$ cat config.mk
export PLATFORM = sky130hd
export DESIGN_NAME = hlb_loop_buffer
export DESIGN_NICKNAME = d
export VERILOG_FILES = /design/src/rtl/hlb_pkg.sv /design/src/rtl/hlb_store.sv /design/src/rtl/hlb_loop_seq.sv /design/src/rtl/hlb_loop_buffer.sv
export SDC_FILE = /design/constraint.sdc
export NUM_CORES = 2
export LEC_CHECK = 0
export ABC_AREA = 1
export BUFFER_PORTS_ARGS = -buffer_cell sky130_fd_sc_hd__buf_2
export CORE_MARGIN = 8
export CORE_UTILIZATION = 45
export CTS_CLUSTER_SIZE = 25
export DETAILED_ROUTE_END_ITERATION = 10
export PLACE_DENSITY_LB_ADDON = 0.25
export SYNTH_ARGS = -nofsm -noshare
export SYNTH_HDL_FRONTEND = slang
export SYNTH_SLANG_ARGS = --single-unit
$ cat constraint.sdc
create_clock -name clk -period 4.9 [get_ports clk]
set_input_delay 0.98 -clock clk [delete_from_list [all_inputs] [get_ports clk]]
set_output_delay 0.98 -clock clk [all_outputs]
set_load 0.01 [all_outputs]
$ cat src/rtl/hlb_pkg.sv
package hlb_pkg;
  // Decision taken for the entry read in the current cycle.
  typedef enum logic [1:0] {
    RD_IDLE = 2'd0,  // no read this cycle
    RD_STEP = 2'd1,  // advance to the next entry
    RD_JUMP = 2'd2,  // body end with passes left: back to body start
    RD_EXIT = 2'd3   // body end on last pass: leave the loop
  } rd_act_e;
endpackage

$ cat src/rtl/hlb_store.sv
module hlb_store #(
  parameter int unsigned WORD_W = 16,
  parameter int unsigned DEPTH  = 32,
  localparam int unsigned PTR_W = $clog2(DEPTH)
) (
  input  logic              clk,
  input  logic              we,
  input  logic [PTR_W-1:0]  waddr,
  input  logic [WORD_W-1:0] wdata,
  input  logic [PTR_W-1:0]  raddr,
  output logic [WORD_W-1:0] rdata
);
  logic [WORD_W-1:0] cell_q [DEPTH];

  // Storage cells carry no reset; occupancy lives in the control logic.
  always_ff @(posedge clk) begin
    if (we) begin
      cell_q[waddr] <= wdata;
    end
  end

  assign rdata = cell_q[raddr];
endmodule

$ cat src/rtl/hlb_loop_seq.sv
module hlb_loop_seq
  import hlb_pkg::*;
#(
  parameter int unsigned NEST  = 16,
  parameter int unsigned PTR_W = 5,
  parameter int unsigned REP_W = 16,
  localparam int unsigned SP_W   = $clog2(NEST + 1),
  localparam int unsigned IDX_W  = $clog2(NEST),
  localparam int unsigned SPAN_W = PTR_W + 1
) (
  input  logic              clk,
  input  logic              rst_n,
  input  logic              clear,
  input  logic              push_req,
  input  logic [PTR_W-1:0]  push_head,
  input  logic [PTR_W-1:0]  push_tail,
  input  logic [SPAN_W-1:0] push_span,
  input  logic [REP_W-1:0]  push_rep,
  input  logic              rd_fire,
  input  logic [PTR_W-1:0]  rd_ptr,
  output rd_act_e           act,
  output logic [PTR_W-1:0]  jump_head,
  output logic [SPAN_W-1:0] jump_span,
  output logic              release_all,
  output logic [SPAN_W-1:0] release_span,
  output logic              freeable,
  output logic              push_reject,
  output logic [SP_W-1:0]   level
);
  // Frame storage, one slot per nesting level.
  logic [PTR_W-1:0]  head_q [NEST];
  logic [PTR_W-1:0]  tail_q [NEST];
  logic [SPAN_W-1:0] span_q [NEST];
  logic [REP_W-1:0]  rep_q  [NEST];
  logic [REP_W-1:0]  left_q [NEST];

  // sp: frames declared; nin: frames the read pointer is currently inside.
  logic [SP_W-1:0] sp_q, sp_d;
  logic [SP_W-1:0] nin_q, nin_d;

  logic              entering;
  logic              in_loop;
  logic [SP_W-1:0]   cur;
  logic [IDX_W-1:0]  cur_idx;
  logic [IDX_W-1:0]  nin_idx;
  logic              at_tail;
  logic              accept;
  logic [SP_W-1:0]   push_lvl;

  always_comb begin
    nin_idx  = IDX_W'(nin_q);
    entering = (nin_q < sp_q) && (rd_ptr == head_q[nin_idx]);
    in_loop  = entering || (nin_q != '0);
    cur      = entering ? nin_q : (nin_q - SP_W'(1));
    cur_idx  = IDX_W'(cur);
    at_tail  = in_loop && (rd_ptr == tail_q[cur_idx]);

    if (!rd_fire) begin
      act = RD_IDLE;
    end else if (at_tail && (left_q[cur_idx] != '0)) begin
      act = RD_JUMP;
    end else if (at_tail) begin
      act = RD_EXIT;
    end else begin
      act = RD_STEP;
    end

    release_all  = (act == RD_EXIT) && (cur == '0);
    release_span = span_q[0];
    jump_head    = head_q[cur_idx];
    jump_span    = span_q[cur_idx];
    freeable     = (nin_q == '0) && !entering;

    accept      = push_req && ((sp_q != SP_W'(NEST)) || release_all);
    push_reject = push_req && !accept;
    push_lvl    = release_all ? '0 : sp_q;
  end

  // Next-state for the stack depth and the entered-level count.
  always_comb begin
    sp_d  = sp_q;
    nin_d = nin_q;
    if (clear) begin
      sp_d  = '0;
      nin_d = '0;
    end else begin
      if (release_all) begin
        sp_d = '0;
      end
      if (accept) begin
        sp_d = push_lvl + SP_W'(1);
      end
      if (release_all) begin
        nin_d = '0;
      end else if (act == RD_EXIT) begin
        nin_d = cur;
      end else if (rd_fire && entering) begin
        nin_d = nin_q + SP_W'(1);
      end
    end
  end

  always_ff @(posedge clk or negedge rst_n) begin
    if (!rst_n) begin
      sp_q  <= '0;
      nin_q <= '0;
    end else begin
      sp_q  <= sp_d;
      nin_q <= nin_d;
    end
  end

  // Frame contents: loaded on push, counter stepped on jump, reloaded on exit.
  always_ff @(posedge clk) begin
    for (int l = 0; l < NEST; l++) begin
      if (accept && !clear && (push_lvl == SP_W'(l))) begin
        head_q[l] <= push_head;
        tail_q[l] <= push_tail;
        span_q[l] <= push_span;
        rep_q[l]  <= push_rep;
        left_q[l] <= push_rep;
      end else if ((act == RD_JUMP) && (cur == SP_W'(l))) begin
        left_q[l] <= left_q[l] - REP_W'(1);
      end else if ((act == RD_EXIT) && (cur == SP_W'(l))) begin
        left_q[l] <= rep_q[l];
      end
    end
  end

  assign level = sp_q;
endmodule

$ cat src/rtl/hlb_loop_buffer.sv
module hlb_loop_buffer
  import hlb_pkg::*;
#(
  parameter int unsigned WORD_W = 16,
  parameter int unsigned DEPTH  = 32,
  parameter int unsigned NEST   = 16,
  parameter int unsigned REP_W  = 16,
  localparam int unsigned PTR_W  = $clog2(DEPTH),
  localparam int unsigned CNT_W  = $clog2(DEPTH + 1),
  localparam int unsigned SPAN_W = PTR_W + 1,
  localparam int unsigned SP_W   = $clog2(NEST + 1)
) (
  input  logic              clk,
  input  logic              rst_n,
  input  logic              flush,
  input  logic              wr_valid,
  input  logic [WORD_W-1:0] wr_data,
  output logic              wr_ready,
  output logic              rd_valid,
  output logic [WORD_W-1:0] rd_data,
  input  logic              rd_ready,
  input  logic              lp_valid,
  input  logic [PTR_W-1:0]  lp_last,
  input  logic [REP_W-1:0]  lp_rep,
  output logic              lp_ovf
);
  logic [PTR_W-1:0] wptr_q, wptr_d;
  logic [PTR_W-1:0] rptr_q, rptr_d;
  logic [CNT_W-1:0] unread_q, unread_d;
  logic [CNT_W-1:0] occ_q, occ_d;
  logic             ovf_q, ovf_d;

  logic              wr_fire;
  logic              rd_fire;
  logic              push_req;
  logic [PTR_W-1:0]  body_tail;
  logic [SPAN_W-1:0] body_span;
  rd_act_e           act;
  logic [PTR_W-1:0]  jump_head;
  logic [SPAN_W-1:0] jump_span;
  logic              release_all;
  logic [SPAN_W-1:0] release_span;
  logic              freeable;
  logic              push_reject;
  logic [SP_W-1:0]   loop_level;

  // Ring increment that also works for a depth that is not a power of two.
  function automatic logic [PTR_W-1:0] ring_add(input logic [PTR_W-1:0] base,
                                                input logic [SPAN_W-1:0] inc);
    logic [SPAN_W:0] sum;
    sum = {1'b0, {1'b0, base} + inc};
    if (sum >= (SPAN_W + 1)'(DEPTH)) begin
      sum = sum - (SPAN_W + 1)'(DEPTH);
    end
    return PTR_W'(sum);
  endfunction

  always_comb begin
    wr_fire   = wr_valid && wr_ready && !flush;
    rd_fire   = rd_valid && rd_ready && !flush;
    push_req  = lp_valid && !flush;
    body_span = {1'b0, lp_last} + SPAN_W'(1);
    body_tail = ring_add(wptr_q, {1'b0, lp_last});
  end

  hlb_store #(
    .WORD_W (WORD_W),
    .DEPTH  (DEPTH)
  ) u_store (
    .clk   (clk),
    .we    (wr_fire),
    .waddr (wptr_q),
    .wdata (wr_data),
    .raddr (rptr_q),
    .rdata (rd_data)
  );

  hlb_loop_seq #(
    .NEST  (NEST),
    .PTR_W (PTR_W),
    .REP_W (REP_W)
  ) u_seq (
    .clk          (clk),
    .rst_n        (rst_n),
    .clear        (flush),
    .push_req     (push_req),
    .push_head    (wptr_q),
    .push_tail    (body_tail),
    .push_span    (body_span),
    .push_rep     (lp_rep),
    .rd_fire      (rd_fire),
    .rd_ptr       (rptr_q),
    .act          (act),
    .jump_head    (jump_head),
    .jump_span    (jump_span),
    .release_all  (release_all),
    .release_span (release_span),
    .freeable     (freeable),
    .push_reject  (push_reject),
    .level        (loop_level)
  );

  // Next-state for pointers and counters.
  always_comb begin
    wptr_d   = wptr_q;
    rptr_d   = rptr_q;
    unread_d = unread_q;
    occ_d    = occ_q;
    ovf_d    = 1'b0;
    if (flush) begin
      wptr_d   = '0;
      rptr_d   = '0;
      unread_d = '0;
      occ_d    = '0;
    end else begin
      ovf_d = push_reject;
      if (wr_fire) begin
        wptr_d = ring_add(wptr_q, SPAN_W'(1));
      end
      unique case (act)
        RD_JUMP: rptr_d = jump_head;
        RD_STEP,
        RD_EXIT: rptr_d = ring_add(rptr_q, SPAN_W'(1));
        default: rptr_d = rptr_q;
      endcase
      unread_d = unread_q + CNT_W'(wr_fire) - CNT_W'(rd_fire);
      if (act == RD_JUMP) begin
        unread_d = unread_d + CNT_W'(jump_span);
      end
      occ_d = occ_q + CNT_W'(wr_fire) - CNT_W'(rd_fire && freeable);
      if (release_all) begin
        occ_d = occ_d - CNT_W'(release_span);
      end
    end
  end

  always_ff @(posedge clk or negedge rst_n) begin
    if (!rst_n) begin
      wptr_q   <= '0;
      rptr_q   <= '0;
      unread_q <= '0;
      occ_q    <= '0;
      ovf_q    <= 1'b0;
    end else begin
      wptr_q   <= wptr_d;
      rptr_q   <= rptr_d;
      unread_q <= unread_d;
      occ_q    <= occ_d;
      ovf_q    <= ovf_d;
    end
  end

  assign rd_valid = (unread_q != '0);
  assign wr_ready = (occ_q != CNT_W'(DEPTH));
  assign lp_ovf   = ovf_q;
endmodule

==> run_results.csv <==
group,metric,value,unit
cts,htreeDepth,4,
timing,fmax,0.2014,GHz
floorplanning,io_pins,62,
detailed_routing,dr.pass1.iters,6,
setup_path,crit_top_cell,"buf_12",
setup_path,crit_path_max_fanout,8,
cts,cts_tree,"built",
cts,clk_pin_slew,0.06,ns
placement,hpwl,112.6,mm
detailed_routing,via_count,46530,
floorplanning,initial_utilization,45.27,%
setup_path,reg2reg_setup_slack,-0.06,ns
cts,clock-sinks,1313,
detailed_routing,wl_per_cell,23.83,um
timing,rsz0062_at_grt,"yes",
grt,grt_pass1_vias,43780,
synth,async_reset_ff_share,2.513,%
synth,synth-edff-count,1280,
grt,antenna_found_initial,2,
placement,dp_slack,-0.2536,ns
timing,fin_crit,4.964,ns
synth,syn_nets,5895,
synth,synth_top_flop_cell,"edfxtp_1",
timing,worst_slack,-0.06433,ns
synth,ys_ff_latch,1313,
setup_path,critPathArrivalTime,5.48,ns
placement,portBuffers,61,
synth,synth_cells,5788,
setup_path,cp_slowest_cell,"dfrtp_2",
synth,yosysSeqAreaShare,64.18,%
job,maxCapViolations,0,
detailed_routing,drc,0,
detailed_routing,routed_wl,192.4,mm
timing,finalSetupViolations,38,
detailed_routing,detail-route-antenna-nets,0,
power_and_ir_drop,leakagePower,0.02755,uW
cts,cts.path.max_buffers,3,
placement,place.gp.congestion,0.9486,
setup_path,required,5.42,ns
timing,finalSetupTns,-0.6497,ns
floorplanning,die_width,384.7,um
floorplanning,dieArea,148000,sq um
setup_path,worstRegToRegCells,36,
synth,avgSynthCellArea,10.57,sq um
floorplanning,floorplan.rows,135,
status,status,"finished with violations",
cts,cts_buffers,141,
finish,fin_nets,6286,
detailed_routing,drt_iter0_drc,5547,
finish,drive_gt1_share,16.38,%
timing,hold_viol,0,
power_and_ir_drop,power_density,418.0,nW/um^2
setup_path,max_stage_delay,0.43,ns
min_path,min_path_type,"in -> async",
status,violations,"setup timing",
grt,grt_pass1_wl,278.0,mm
setup_path,setup.worst_path.start,"u_seq.nin_q[0]",
synth,syn_area,61170,sq um
floorplanning,core,135100,sq um
cts,clock_latency,0.81,ns
timing,max-slew-margin-rel,15.61,%
power_and_ir_drop,power,30810,uW
finish,area_growth,20.48,%
cts,cts_root_buffer,"clkbuf_16",
setup_path,critPathLaunchType,"flop",
synth,ys_types,54,
timing,hold_ws,0.3978,ns
power_and_ir_drop,vdd_drop_max,0.5220,mV
grt,grt_max_degree,257,
setup_path,end_kind,"flop",
setup_path,r2r_start,"u_seq.nin_q[0]",
detailed_routing,routed_via_density,5.764,
grt,overflow,0,
floorplanning,fp.dieH,384.7,um
timing,worst_pin_slew,1.264,ns
timing,clock_skew,0.04336,ns
timing,post-route-period-util,101.3,%
timing,slew_violations,0,
grt,grt_usage,24.91,%
synth,yosys_warnings,0,
setup_path,worstSetupPathType,"reg -> reg",
[power breakdown]
group / internal, uW / switching (uW) / leakage, uW / total (uW)
Combinational: 2850 / 4970 / 0.0134 / 7820
Sequential: 12500 / 98.4 / 0.0120 / 12600
Clock: 5830 / 4560 / 0.00217 / 10400
Total: 21200 / 9630 / 0.0275 / 30800
[metrics by stage]
step           cells  utilization [%]  cell area, sq um
3_5_place_dp    7745            49.36             66700
2_1_floorplan   5788                -             61180
3_3_place_gp    7745            49.36             66700
6_report        8072            54.54             73700
4_1_cts         8024            53.15             71820
5_1_grt         8069            54.54             73690
[sequential cells by signal, indices dropped and copies added (netlist names), 6 cells and up]
signal	cells
u_seq.tail_q	80
u_seq.span_q	96
u_seq.left_q	256
occ_q	6
u_store.cell_q	512
unread_q	6
u_seq.rep_q	256
u_seq.head_q	80
[placed cells by master (no fill, tap or decap), types with 62 or more instances in the layout]
master	count
edfxtp_1	1280
nand2_1	1237
nand3_1	591
nor2_1	529
o21ai_0	399
inv_1	328
buf_4	280
clkbuf_16	160
o22ai_1	132
xnor2_1	118
xor2_1	102
buf_12	99
o221ai_1	97
nand3b_1	91
nor3_1	68
nand2_2	62
[cells in the mapped netlist (2+ instances only)]
| cell type | number | area, sq um |
|---|---|---|
| nand3b_1 | 91 | 683.2 |
| nand3_1 | 634 | 3173 |
| xnor2_1 | 119 | 1042 |
| o22ai_1 | 132 | 825.8 |
| a31oi_1 | 20 | 125.1 |
| nor2_4 | 4 | 45.04 |
| edfxtp_1 | 1280 | 38440 |
| nand3_2 | 6 | 60.06 |
| o21ai_0 | 422 | 2112 |
| o22a_1 | 2 | 17.52 |
| inv_2 | 12 | 45.04 |
| a32oi_1 | 12 | 105.1 |
| o211ai_1 | 2 | 15.01 |
| a221oi_1 | 2 | 17.52 |
| dfrtp_1 | 33 | 825.8 |
| o2111a_1 | 5 | 56.30 |
| nor4_1 | 12 | 75.07 |
| a211oi_1 | 2 | 15.01 |
| clkinv_1 | 3 | 11.26 |
| buf_1 | 24 | 90.09 |
| ha_1 | 59 | 738.2 |
| o221ai_1 | 97 | 849.6 |
| nand2_1 | 1303 | 4891 |
| buf_6 | 4 | 45.04 |
| nor2_1 | 589 | 2211 |
| nor3_1 | 71 | 355.3 |
| fa_1 | 5 | 100.1 |
| clkbuf_1 | 167 | 626.9 |
| o21ai_2 | 2 | 17.52 |
| a21oi_1 | 33 | 165.2 |
| xor2_1 | 103 | 902.1 |
| a22oi_1 | 4 | 30.03 |
| nand2_2 | 24 | 150.1 |
| or2_2 | 6 | 37.54 |
| nand4_1 | 18 | 112.6 |
| buf_2 | 66 | 330.3 |
| buf_4 | 21 | 157.7 |
| nor2_2 | 19 | 118.9 |
| inv_1 | 354 | 1329 |
| nor3b_1 | 9 | 67.56 |
| o21ai_1 | 4 | 20.02 |
[timing repair]
item / 4_1_cts / 5_1_grt
hold buffers: 0 / 0
pin swaps: 14 / 82
buffers inserted: 18 / 32
hold endpoints to repair: 0 / 0
setup endpoints to repair: 982 / 1043
resized for setup: 74 / 320
cloned: 10 / 23
[routing by layer]
layer,routed length [um],vias to the layer above,track usage [%]
met5,0,-,0
met4,8593,0,10.42
met3,17240,444,4.321
met2,87710,2254,39.54
met1,78840,22710,33.97
li1,-,21120,-
[path summary, 6_finish.rpt]
path / end
worst max-delay path: u_seq.head_q[15][0]
min in group clk: u_seq.left_q[12][11]
worst min-delay path: unread_q[4]
worst min register to register: u_seq.left_q[12][11]
max in group asynchronous: rptr_q[0]
worst max register to register: u_seq.head_q[15][0]
[worst max-delay path: cells and delay by family (launching register included)]
| kind | cells | cell delay [ns] |
|---|---|---|
| buffers and inverters | 15 | 2.06 |
| and+or+nand+nor | 18 | 1.59 |
| DFF | 1 | 0.43 |
| adders and majority gates | 1 | 0.19 |
| AOI/OAI and AO/OA | 2 | 0.36 |
[layout make-up]
cell class,instances,area [sq um]
fillers,11310,61430
flip-flops and latches,1313,39280
multi-input cells,3826,20490
repair buffers,526,5781
clock buffers,175,3686
well taps,1781,2228
inverters,370,1451
clock inverters,77,775.7
repair inverters,1,7.507
diodes,3,7.507
[logic make-up (layout without fill, tap and decap cells)]
logic type | Yosys count | in the layout | synth area share [%]
flops | 1313 | 1313 | 64.18
buf+inv | 652 | 1149 | 4.318
other cells | 0 | 3 | 0
fa+ha+maj | 64 | 64 | 1.370
simple gates | 2791 | 2794 | 19.70
xor+xnor | 222 | 222 | 3.178
compound gates | 746 | 746 | 7.253
(Power assumes the default switching activity.)
